## config.mk

```make
export PLATFORM = sky130hd
export DESIGN_NAME = pclk_gen
export DESIGN_NICKNAME = d
export VERILOG_FILES = /design/src/rtl/pclk_pkg.sv /design/src/rtl/pclk_div_bank.sv /design/src/rtl/pclk_can_div.sv /design/src/rtl/pclk_cko.sv /design/src/rtl/pclk_gen.sv
export SDC_FILE = /design/constraint.sdc
export NUM_CORES = 1
export LEC_CHECK = 0
export BUFFER_PORTS_ARGS = -buffer_cell sky130_fd_sc_hd__clkbuf_2
export CAP_MARGIN = 20
export CORE_ASPECT_RATIO = 1.5
export CORE_MARGIN = 1
export CORE_UTILIZATION = 40
export DETAILED_ROUTE_END_ITERATION = 16
export PLACE_DENSITY = 0.7
export SLEW_MARGIN = 5
export SYNTH_ARGS = -nofsm -noshare
export SYNTH_HDL_FRONTEND = slang
export SYNTH_SLANG_ARGS = --single-unit
```

## constraint.sdc

```tcl
create_clock -name clk -period 1.6 [get_ports clk]
set_input_delay 0.48 -clock clk [delete_from_list [all_inputs] [get_ports clk]]
set_output_delay 0.48 -clock clk [all_outputs]
set_load 0.02 [all_outputs]
```

## src/rtl/pclk_pkg.sv

```systemverilog
package pclk_pkg;

  typedef enum logic [1:0] {
    CKO_OFF = 2'b00,
    CKO_SUB = 2'b01,
    CKO_F8  = 2'b10,
    CKO_F32 = 2'b11
  } cko_sel_e;

  // Clamp a CAN ratio code to a shift amount; out-of-range codes use the maximum.
  function automatic int unsigned ratio_shift(input logic [2:0] code, input int unsigned max_sh);
    int unsigned c;
    c = int'(code);
    return (c > max_sh) ? max_sh : c;
  endfunction

endpackage

```

## src/rtl/pclk_div_bank.sv

```systemverilog
module pclk_div_bank #(
  parameter int NTAP   = 4,
  parameter int MAXSH  = 5,
  parameter logic [NTAP*8-1:0] TAP_SH_V = {8'd5, 8'd3, 8'd1, 8'd0}
) (
  input  logic            clk,
  input  logic            rst,
  input  logic            adv,
  output logic [NTAP-1:0] stb_now,
  output logic [NTAP-1:0] stb_o
);

  logic [MAXSH-1:0] cnt;

  always_ff @(posedge clk) begin
    if (rst) begin
      cnt   <= '0;
      stb_o <= '0;
    end else begin
      if (adv) cnt <= cnt + 1'b1;
      stb_o <= stb_now;
    end
  end

  for (genvar t = 0; t < NTAP; t++) begin : g_tap
    localparam int SH = int'(TAP_SH_V[t*8 +: 8]);
    if (SH == 0) begin : g_full
      assign stb_now[t] = adv;
    end else begin : g_div
      assign stb_now[t] = adv & (&cnt[SH-1:0]);
    end
  end

  AST_BANK_HOLD: assert property (@(posedge clk) disable iff (rst)
    !adv |=> $stable(cnt)) else $error("bank count moved while gated");

  AST_TAP_NESTED: assert property (@(posedge clk) disable iff (rst)
    stb_o[NTAP-1] |-> stb_o[0]) else $error("slow tap without base tick");

endmodule

```

## src/rtl/pclk_can_div.sv

```systemverilog
module pclk_can_div #(
  parameter int MAX_LOG2 = 4,
  parameter int CODE_W   = 3
) (
  input  logic              clk,
  input  logic              rst,
  input  logic              adv,
  input  logic              sleep,
  input  logic [CODE_W-1:0] code,
  output logic              stb_o,
  output logic              park_o
);
  import pclk_pkg::*;

  logic [MAX_LOG2-1:0] cnt;
  logic [MAX_LOG2:0]   mask_w;
  logic [MAX_LOG2-1:0] mask;
  logic                run;
  logic                hit;

  always_comb begin
    mask_w = (({{MAX_LOG2{1'b0}}, 1'b1}) << ratio_shift(code, MAX_LOG2)) - 1'b1;
    mask   = mask_w[MAX_LOG2-1:0];
    run    = adv & ~sleep;
    hit    = run & ((cnt & mask) == mask);
  end

  always_ff @(posedge clk) begin
    if (rst) begin
      cnt    <= '0;
      stb_o  <= 1'b0;
      park_o <= 1'b0;
    end else begin
      if (run) cnt <= cnt + 1'b1;
      stb_o  <= hit;
      park_o <= sleep;
    end
  end

  AST_CAN_PARK: assert property (@(posedge clk) disable iff (rst)
    sleep |=> (park_o && !stb_o)) else $error("CAN clock not parked");

  AST_CAN_HOLD: assert property (@(posedge clk) disable iff (rst)
    !adv |=> $stable(cnt)) else $error("CAN count moved while gated");

endmodule

```

## src/rtl/pclk_cko.sv

```systemverilog
module pclk_cko (
  input  logic       clk,
  input  logic       rst,
  input  logic       single_chip,
  input  logic [1:0] sel,
  input  logic       sub_stb,
  input  logic       f8_stb,
  input  logic       f32_stb,
  output logic       pin
);
  import pclk_pkg::*;

  cko_sel_e sel_e;
  logic     pick;

  always_comb begin
    sel_e = cko_sel_e'(sel);
    unique case (sel_e)
      CKO_SUB: pick = sub_stb;
      CKO_F8:  pick = f8_stb;
      CKO_F32: pick = f32_stb;
      default: pick = 1'b0;
    endcase
  end

  always_ff @(posedge clk) begin
    if (rst)                                 pin <= 1'b0;
    else if (!single_chip || sel_e == CKO_OFF) pin <= 1'b0;
    else if (pick)                           pin <= ~pin;
  end

  AST_CKO_LOW: assert property (@(posedge clk) disable iff (rst)
    !single_chip |=> !pin) else $error("clock pin active outside single-chip");

  AST_CKO_STILL: assert property (@(posedge clk) disable iff (rst)
    (single_chip && sel != 2'b00 && !pick) |=> $stable(pin)) else $error("pin moved without strobe");

endmodule

```

## src/rtl/pclk_gen.sv

```systemverilog
module pclk_gen #(
  parameter int NUM_CAN  = 2,
  parameter int CAN_W    = 3,
  parameter int CAN_MAXL = 4,
  parameter int NTAP     = 4,
  parameter int MAXSH    = 5
) (
  input  logic                     clk,
  input  logic                     rst,
  input  logic                     src_tick,
  input  logic                     sub_tick,
  input  logic                     sub_running,
  input  logic                     wait_mode,
  input  logic                     stop_in_wait,
  input  logic                     low_power,
  input  logic [NUM_CAN-1:0]       can_sleep,
  input  logic [NUM_CAN*CAN_W-1:0] can_ratio,
  input  logic                     single_chip,
  input  logic [1:0]               cko_sel,
  output logic [NTAP-1:0]          tmr_en,
  output logic [NTAP-1:0]          sio_en,
  output logic                     adc_en,
  output logic [NUM_CAN-1:0]       can_en,
  output logic [NUM_CAN-1:0]       can_parked,
  output logic                     sub_tmr_en,
  output logic                     clk_out
);

  localparam int NSET = 2;
  localparam logic [NTAP*8-1:0] TAPS = {8'd5, 8'd3, 8'd1, 8'd0};

  logic gate_wait;
  logic gate;
  logic adv;
  logic sub_now;
  logic [NTAP-1:0] set_now [NSET];
  logic [NTAP-1:0] set_q   [NSET];

  assign gate_wait = wait_mode & stop_in_wait;
  assign gate      = gate_wait | low_power;
  assign adv       = src_tick & ~gate;
  assign sub_now   = sub_tick & sub_running;

  for (genvar s = 0; s < NSET; s++) begin : g_set
    pclk_div_bank #(.NTAP(NTAP), .MAXSH(MAXSH), .TAP_SH_V(TAPS)) u_bank (
      .clk(clk), .rst(rst), .adv(adv),
      .stb_now(set_now[s]), .stb_o(set_q[s]));
  end
  assign tmr_en = set_q[0];
  assign sio_en = set_q[1];

  for (genvar c = 0; c < NUM_CAN; c++) begin : g_can
    pclk_can_div #(.MAX_LOG2(CAN_MAXL), .CODE_W(CAN_W)) u_can (
      .clk(clk), .rst(rst), .adv(adv), .sleep(can_sleep[c]),
      .code(can_ratio[c*CAN_W +: CAN_W]),
      .stb_o(can_en[c]), .park_o(can_parked[c]));
  end

  always_ff @(posedge clk) begin
    if (rst) begin
      adc_en     <= 1'b0;
      sub_tmr_en <= 1'b0;
    end else begin
      adc_en     <= adv;
      sub_tmr_en <= sub_now;
    end
  end

  pclk_cko u_cko (
    .clk(clk), .rst(rst), .single_chip(single_chip), .sel(cko_sel),
    .sub_stb(sub_now), .f8_stb(set_now[0][2]), .f32_stb(set_now[0][3]),
    .pin(clk_out));

  AST_WAIT_QUIET: assert property (@(posedge clk) disable iff (rst)
    gate_wait |=> (tmr_en == '0 && sio_en == '0 && !adc_en && can_en == '0)) else $error("strobe in wait");

  AST_LP_QUIET: assert property (@(posedge clk) disable iff (rst)
    low_power |=> (tmr_en == '0 && sio_en == '0 && !adc_en && can_en == '0)) else $error("strobe in low power");

  AST_ADC_FOLLOW: assert property (@(posedge clk) disable iff (rst)
    (src_tick && !wait_mode && !low_power) |=> adc_en) else $error("converter strobe missing");

  AST_SUB_PASS: assert property (@(posedge clk) disable iff (rst)
    (sub_tick && sub_running) |=> sub_tmr_en) else $error("sub strobe missing");

  AST_SETS_MATCH: assert property (@(posedge clk) disable iff (rst)
    tmr_en == sio_en) else $error("timer and serial sets diverged");

endmodule

```

**After elaboration in Yosys (flattened, before gate mapping)**

Index checks and enable logic that the tools add are counted.

- Register bits: 33

- Shift-type cells: 2
- Bitwise logic cells: 20
- Mux-type cells: 3
- Add/subtract/negate cells: 6
- Magnitude comparators: 2
- Reduce and logical (&&, ||, !) cells: 8
- Equality and inequality tests: 5

Operator list:

| operator | number |
|---|---|
| left shift 1 x 32 -> 4 bit (first input constant) | 2 |
| bitwise AND 1 bit | 13 |
| adder 5 x 1 -> 5 bit (second input constant) | 2 |
| AND reduction 5 bit | 2 |
| adder 4 x 1 -> 4 bit (second input constant) | 2 |
| bitwise AND 4 bit | 2 |
| == test 4 bit | 2 |
| subtractor 4 x 1 -> 4 bit (second input constant) | 2 |
| > comparator 3 bit (second input constant) | 2 |
| 2-to-1 mux 3 bit | 2 |
| AND reduction 3 bit | 2 |
| == test 2 bit (second input constant) | 2 |
| NOT 1 bit | 4 |
| case mux 1 bit (3 select lines) | 1 |
| == test 2 x 1 -> 1 bit (second input constant) | 1 |
| zero test 2 bit | 1 |
| OR reduction 2 bit | 1 |
| zero test 1 bit | 1 |
| logical OR 1 bit | 1 |
| bitwise OR 1 bit | 1 |

**Depth between registers and ports, before layout**

Gate-level depths: netlist of run 1.

- Word-level depth: 7
- Mapped depth: 6

**Cells and area by module**

From an unflattened synthesis of run 1, not the netlist that was laid out.

- Cells, all modules: 139
- Area, all modules: 1508.9 um^2

Modules (own cells, without submodules):

| module | times used | cells an instance | area each (um^2) |
|---|---|---|---|
| pclk_div_bank | 2 | 35 | 391.6 |
| pclk_can_div | 2 | 27 | 282.8 |
| pclk_cko | 1 | 8 | 81.3 |
| pclk_gen | 1 | 7 | 78.8 |

**Least setup slack after synthesis of run 1**

Ideal clock, no wire load.

- Kind: input to register
- Start point: input port wait_mode
- End point: register g_can[0].u_can.cnt[3]
- Path buffers: 2
- Data required time: 1477 ps
- Stages on the path: 5
- Arrival: 1447 ps
- Setup slack: 30 ps
- Library setup time: 123 ps
- Cells stage by stage: and2_1 -> buf_6 -> buf_2 -> nor4_2 -> mux2_1

- Cells in the longest elaborated chain, start to end: 5

Ends and longest elaborated chain:

| what | line | source |
|---|---|---|
| from (decl) | pclk_gen.sv:13 | `input logic wait_mode,` |
| bitwise AND 1 bit | pclk_gen.sv:39 | `assign gate_wait = wait_mode & stop_in_wait;` |
| bitwise OR 1 bit | pclk_gen.sv:40 | `assign gate = gate_wait \| low_power;` |
| NOT 1 bit | pclk_gen.sv:41 | `assign adv = src_tick & ~gate;` |
| bitwise AND 1 bit | pclk_gen.sv:41 |  |
| bitwise AND 1 bit | pclk_can_div.sv:24 | `run = adv & ~sleep;` |
| to (signal assigned) | pclk_can_div.sv:34 | `if (run) cnt <= cnt + 1'b1;` |
| to (decl) | pclk_can_div.sv:15 | `logic [MAX_LOG2-1:0] cnt;` |

No other way between the ends.
A chain may end at the register's enable or synchronous reset.

**Worst setup path after layout of run 1**

- Start point: register g_set[0].u_bank.cnt[0]
- End point: register u_cko.pin

- Cells in the longest elaborated chain, start to end: 3
- Elaborated cells between the ends (all ways): 5

Ends and longest elaborated chain:

| what | line | source |
|---|---|---|
| from (decl) | pclk_div_bank.sv:13 | `logic [MAXSH-1:0] cnt;` |
| from (signal assigned) | pclk_div_bank.sv:20 | `if (adv) cnt <= cnt + 1'b1;` |
| AND reduction 5 bit / AND reduction 3 bit (equally long branches) | pclk_div_bank.sv:30 | `assign stb_now[t] = adv & (&cnt[SH-1:0]);` |
| bitwise AND 1 bit | pclk_div_bank.sv:30 |  |
| case mux 1 bit (3 select lines) (*) | pclk_cko.sv:18 | `unique case (sel_e)` |
| to (signal assigned) | pclk_cko.sv:29 | `else if (pick) pin <= ~pin;` |
| to (decl) | pclk_cko.sv:9 | `output logic pin` |

Every way passes the cells marked *; elsewhere a longest branch is shown, timed or not.

==> flow_summary.json, run 1 <==
{
  "status": "finished, final reports clean",
  "ctsHtreeMaxLevel": 2,
  "cts_hold_buf": 0,
  "post-route-period-util": 0.964,
  "vias": 1255,
  "grt_use_total": 0.163,
  "wl_per_cell_um": 12.5,
  "finClkSkew_ps": 2.74,
  "synth_edf_count": 0,
  "io_pins": 34,
  "grt_overflow": 0,
  "synth_nets": 182,
  "gp_congestion": 0.791,
  "die-area_um2": 3940,
  "viasPerCell": 5.32,
  "power.leakage_nw": 0.776,
  "min_period_ps": 1540,
  "final_antenna_net_count": 0,
  "tightestPinTransition_ps": 515,
  "cts_tree": "built",
  "worstSkewPairLatency_ps": 270,
  "fin_nets": 221,
  "io_buffers": 33,
  "rows": 26,
  "synthCells": 155,
  "synth_top_family_by_area": "simple AND/OR/NAND/NOR gates",
  "hold_slack_ps": 400,
  "drt_pass1_iterations": 4,
  "dp_hpwl_um": 2250,
  "power.density_nw_per_um2": 879,
  "muxShareOfSynthArea": 0.0373,
  "min_path_type": "input port to register",
  "cts_sinks": 31,
  "start_util": 0.424,
  "intPower_w": 0.00121,
  "p_switching_w": 0.000389,
  "grt_pass1_vias": 1216,
  "synth_xor_area_frac": 0,
  "die_h_um": 76.4,
  "root_buffer": "clkbuf_8",
  "finalHoldViolCount": 0,
  "worstPathRequired_ps": 1800,
  "ys_ff_latch": 31,
  "cap_violations": 0,
  "worstSetupStartpointType": "register",
  "relSlewSlack": 0.657,
  "seq_area_frac_synth": 0.420,
  "ys_async_sr_fraction": 0,
  "synthSimpleGateAreaFrac": 0.235,
  "final.setup.tns_ps": 0,
  "fmax_mhz": 648,
  "final.fill_count": 310,
  "synth_area_um2": 1480,
  "fp.coreArea_um2": 3480,
  "ys.warnings.count": 0,
  "synth_area_per_cell_um2": 9.53,
  "final_util": 0.524,
  "setup_viol": 0,
  "p_sw_frac": 0.243,
  "combPwrFrac": 0.117,
  "cts_max_path_buffers": 2,
  "synth_fa_ha_area_frac": 0.0678,
  "cp_max_fo": 2,
  "drc_errors": 0,
  "stdcell_area_um2": 1820,
  "rsz0062_at_grt": "false",
  "n_antenna_cell": 0,
  "synth.distinct_cells": 36,
  "cts-buffers-inserted": 5,
  "ys.flop_type": "dfxtp_1",
  "vdd_ir_drop_max_uv": 671,
  "finalWirelength_um": 2950,
  "clkPwrFrac": 0.375,
  "cp-end-kind": "register",
  "fin_total_pwr_w": 0.00160,
  "grt_pass1_wl_um": 4930,
  "slew_viol_final": 0,
  "path_clk_slew_ps": 60,
  "arrival_ps": 1740,
  "placed_area_um2": 1700,
  "crit_type": "register to register",
  "power_frac_seq": 0.508,
  "drive_above_1_share": 0.345,
  "synth_compound_area_frac": 0.163,
  "grt_antenna_before_repair": 0,
  "grt_max_degree": 17,
  "area_delta_synth_final_pct": 23.6,
  "drt_iter0_drc": 15,
  "die_width_um": 51.6
}
==> per-layer routing <==
layer  wire length (µm)  global-route usage  vias up
li1                   -                   -      638
met1               1170               0.149      572
met2               1560               0.292       36
met3                145              0.0559        9
met4                 70              0.0973        0
met5                  0                   0        -
==> power groups by stage <==
stage	combinational [W]	sequential (W)	clock, W
after global routing	0.000207	0.000816	0.000662
final	0.000187	0.000814	0.000601
after detailed placement	0.000189	0.000830	0
after floorplan	0.0000973	0.000843	0
after CTS	0.000190	0.000813	0.000628
after global placement	0.000183	0.000828	0
==> synthesized netlist by cell type, types with 4 or more instances <==
master | count | area share
nor2_1 | 5 | 0.013
o21ai_1 | 8 | 0.027
nand3_1 | 10 | 0.034
or4_1 | 4 | 0.020
buf_2 | 4 | 0.014
dfxtp_1 | 31 | 0.42
nand2_1 | 6 | 0.015
nor2b_1 | 7 | 0.030
ha_1 | 8 | 0.068
and2_1 | 7 | 0.030
a21oi_1 | 14 | 0.047
buf_4 | 7 | 0.036
o31ai_1 | 7 | 0.036
==> through the flow <==
step	std cells	worst slack, ps
2_1_floorplan	155	29.6
3_3_place_gp	229	-54.4
3_5_place_dp	229	-122
4_1_cts	236	15.0
5_1_grt	236	10.1
6_report	236	57.4
==> cell usage in the layout (no fill, tap or decap), types with 4 or more instances in the layout <==
| master | Yosys | layout |
|---|---|---|
| clkbuf_2 | 0 | 33 |
| dfxtp_1 | 31 | 29 |
| nor2_1 | 5 | 5 |
| buf_4 | 7 | 15 |
| nand3_1 | 10 | 10 |
| o21ai_1 | 8 | 8 |
| a21oi_1 | 14 | 14 |
| nand2_1 | 6 | 6 |
| ha_1 | 8 | 6 |
| or4_1 | 4 | 4 |
| clkbuf_8 | 0 | 6 |
| o31ai_1 | 7 | 7 |
| and2_1 | 7 | 7 |
| nor2b_1 | 7 | 7 |
==> path summary, 6_finish.rpt <==
| check | startpoint | to | slack [ps] | cells past startpoint |
|---|---|---|---|---|
| worst max-delay path | g_set[0].u_bank.cnt[0] | u_cko.pin | 60 | 6 |
| worst min-delay path | can_ratio[3] | g_can[1].u_can.stb_o | 400 | 2 |
| worst max register to register | g_set[0].u_bank.cnt[0] | u_cko.pin | 60 | 6 |
| worst min register to register | g_set[1].u_bank.cnt[3] | g_set[1].u_bank.cnt[3] | 480 | 2 |
==> kinds of logic (layout without fill, tap and decap cells) <==
logic type / after synthesis / after routing
compound gates: 39 / 39
fa+ha+maj: 8 / 8
buf+inv: 18 / 57
flops: 31 / 31
mux: 5 / 5
simple gates: 54 / 54
==> sequential cells by signal (all words and copies together), names as in the netlist <==
name / flops
g_set.u_bank.cnt: 10
g_can.u_can.stb_o: 2
u_cko.pin: 1
g_can.u_can.cnt: 8
g_can.u_can.park_o: 2
sub_tmr_en: 1
g_set.u_bank.stb_o: 7
==> critical path: stages (launching register included) <==
cell	delay, ps
dfxtp_2	350
ha_4	140
and3_4	190
ha_4	120
mux2i_2	60
or4b_1	460
a32oi_1	150
==> final cells by class <==
type | count | area, µm² | share of cell area
clock buffers | 6 | 82.6 | 0.0453
clock inverters | 1 | 5.00 | 0.00274
inverters | 2 | 7.51 | 0.00412
multi-input cells | 106 | 776 | 0.425
flip-flops and latches | 31 | 623 | 0.342
well taps | 42 | 52.6 | 0.0288
repair buffers | 48 | 278 | 0.152
==> what timing repair did <==
action	4_1_cts	5_1_grt
setup endpoints to repair	1	1
pin swaps	0	1
gates cloned	0	0
resized for setup	2	6
setup buffers	0	0
Power figures use the tool's default switching activity.
==> run 2: changes to the inputs <==
RECOVER_POWER = 25   (was unset)
==> run 2 against run 1 <==
Clock-buffer cell count unchanged. Via count shrank 0.16%. First-iteration DRC count rose by 6.7%. Register-to-register slack is essentially flat. Non-clock buffer count is the same. Clock skew barely moved. Wire length hardly changed. Die area is the same. Global-route usage did not move. Power shrank 0.36%.
==> flow_summary.json, run 2 (synthesis results as in run 1) <==
{
  "power.density_nw_per_um2": 886,
  "path_clk_slew_ps": 60,
  "drt_iter0_drc": 16,
  "cts-buffers-inserted": 5,
  "status": "finished, final reports clean",
  "rows": 26,
  "final_common_cell": "dfxtp_1",
  "finClkSkew_ps": 2.63,
  "fin_nets": 221,
  "worstSkewPairLatency_ps": 270,
  "rsz0062_at_grt": "false",
  "fp.coreArea_um2": 3480,
  "power.leakage_nw": 0.741,
  "viasPerCell": 5.31,
  "post-route-period-util": 0.964,
  "io_buffers": 33,
  "vias": 1253,
  "relSlewSlack": 0.602,
  "stdcell_area_um2": 1800,
  "start_util": 0.424,
  "final_antenna_net_count": 0,
  "grt_max_degree": 17,
  "hold_slack_ps": 401,
  "drive_above_1_share": 0.294,
  "vdd_ir_drop_max_uv": 668,
  "grt_use_total": 0.163,
  "cts_sinks": 31,
  "dp_hpwl_um": 2250,
  "p_sw_frac": 0.243,
  "largestRegisters": "g_set.u_bank.cnt: 10 flops, g_can.u_can.cnt: 8 flops, g_set.u_bank.stb_o: 7 flops",
  "clkPwrFrac": 0.376,
  "regMostFlops": "g_set.u_bank.cnt",
  "intPower_w": 0.00121,
  "p_switching_w": 0.000388,
  "post_cts.repair.setup_buffers": 0,
  "grt_overflow": 0,
  "worstSetupStartpointType": "register",
  "root_buffer": "clkbuf_8",
  "cts_max_path_buffers": 2,
  "slew_viol_final": 0,
  "final.fill_count": 316,
  "grt_antenna_before_repair": 0,
  "crit_type": "register to register",
  "tightestPinTransition_ps": 597,
  "cp_max_fo": 2,
  "fmax_mhz": 648,
  "min_path_type": "input port to register",
  "cts_tree": "built",
  "cap_violations": 0,
  "die-area_um2": 3940,
  "finalHoldViolCount": 0,
  "gp_congestion": 0.791,
  "ctsHtreeMaxLevel": 2,
  "mostFrequentLayoutCells": "dfxtp_1, clkbuf_2, a21oi_1",
  "drt_pass1_iterations": 4,
  "power_frac_seq": 0.510,
  "largest_reg_flops": 10,
  "die_h_um": 76.4,
  "wl_per_cell_um": 12.5,
  "drc_errors": 0,
  "combPwrFrac": 0.114,
  "n_antenna_cell": 0,
  "die_width_um": 51.6,
  "setup_viol": 0,
  "io_pins": 34,
  "arrival_ps": 1740,
  "worstPathRequired_ps": 1800,
  "r2r_slack_ps": 60,
  "grt_pass1_vias": 1216,
  "min_period_ps": 1540,
  "placed_area_um2": 1700,
  "finalWirelength_um": 2950,
  "area_delta_synth_final_pct": 22.0,
  "cp-end-kind": "register",
  "grt_pass1_wl_um": 4930
}
[run 2: cell types whose count changed in the layout (fill, tap and decap cells not counted), sizes merged]
cell | previous run | this run
clkbuf | 39 | 43
buf | 15 | 11
[run 2: routing by layer]
layer  up-vias  part of all wire  global-route usage
met1       570              0.40               0.149
li1        638                 -                   -
met3        10             0.052              0.0559
met5         -                 0                   0
met2        35              0.53               0.292
met4         0             0.025              0.0973
[run 2: power groups by stage]
| stage | clock network (W) | logic, W | registers, W |
|---|---|---|---|
| 3_5_place_dp | 0 | 0.000189 | 0.000830 |
| 3_3_place_gp | 0 | 0.000183 | 0.000828 |
| 6_report | 0.000600 | 0.000182 | 0.000814 |
| 2_1_floorplan | 0 | 0.0000973 | 0.000843 |
| 5_1_grt | 0.000662 | 0.000202 | 0.000816 |
| 4_1_cts | 0.000628 | 0.000190 | 0.000813 |
[run 2: repair_timing]
action	CTS	global route
pin swaps	0	1
hold buffers	0	0
hold endpoints to repair	0	0
resized for setup	2	6
endpoints found under the setup margin	1	1
[run 2: path summary, 6_finish.rpt]
path                                 end  cells past startpoint                    from
hold reg to reg   g_set[1].u_bank.cnt[3]                      2  g_set[1].u_bank.cnt[3]
hold / removal      g_can[1].u_can.stb_o                      2            can_ratio[3]
setup / recovery               u_cko.pin                      6  g_set[0].u_bank.cnt[0]
setup reg to reg               u_cko.pin                      6  g_set[0].u_bank.cnt[0]
[run 2: area by class of cell]
cell class                      count  area (µm²)  area share
Sequential cell                    31         623       0.346
Multi-Input combinational cell    106         776       0.431
Inverter                            2        7.51     0.00417
Tap cell                           42        52.6      0.0292
Clock inverter                      1        5.00     0.00278
Timing Repair Buffer               48         255       0.142
Clock buffer                        6        82.6      0.0458
[run 2: critical path, cell delays in order, from the launching register on]
cell     delay, ps
dfxtp_2        350
ha_4           140
and3_4         190
ha_4           120
mux2i_2         60
or4b_1         460
a32oi_1        150
[run 2: stage by stage]
stage / setup TNS, ps / cells / utilization / worst slack [ps] / power (W)
3_5_place_dp: -1350 / 229 / 0.488 / -122 / 0.00102
2_1_floorplan: 0 / 155 / - / 29.6 / 0.000940
6_report: 0 / 236 / 0.518 / 57.4 / 0.00160
5_1_grt: 0 / 236 / 0.518 / 10.1 / 0.00168
3_3_place_gp: -435 / 229 / 0.488 / -54.4 / 0.00101
4_1_cts: 0 / 236 / 0.515 / 15.0 / 0.00163
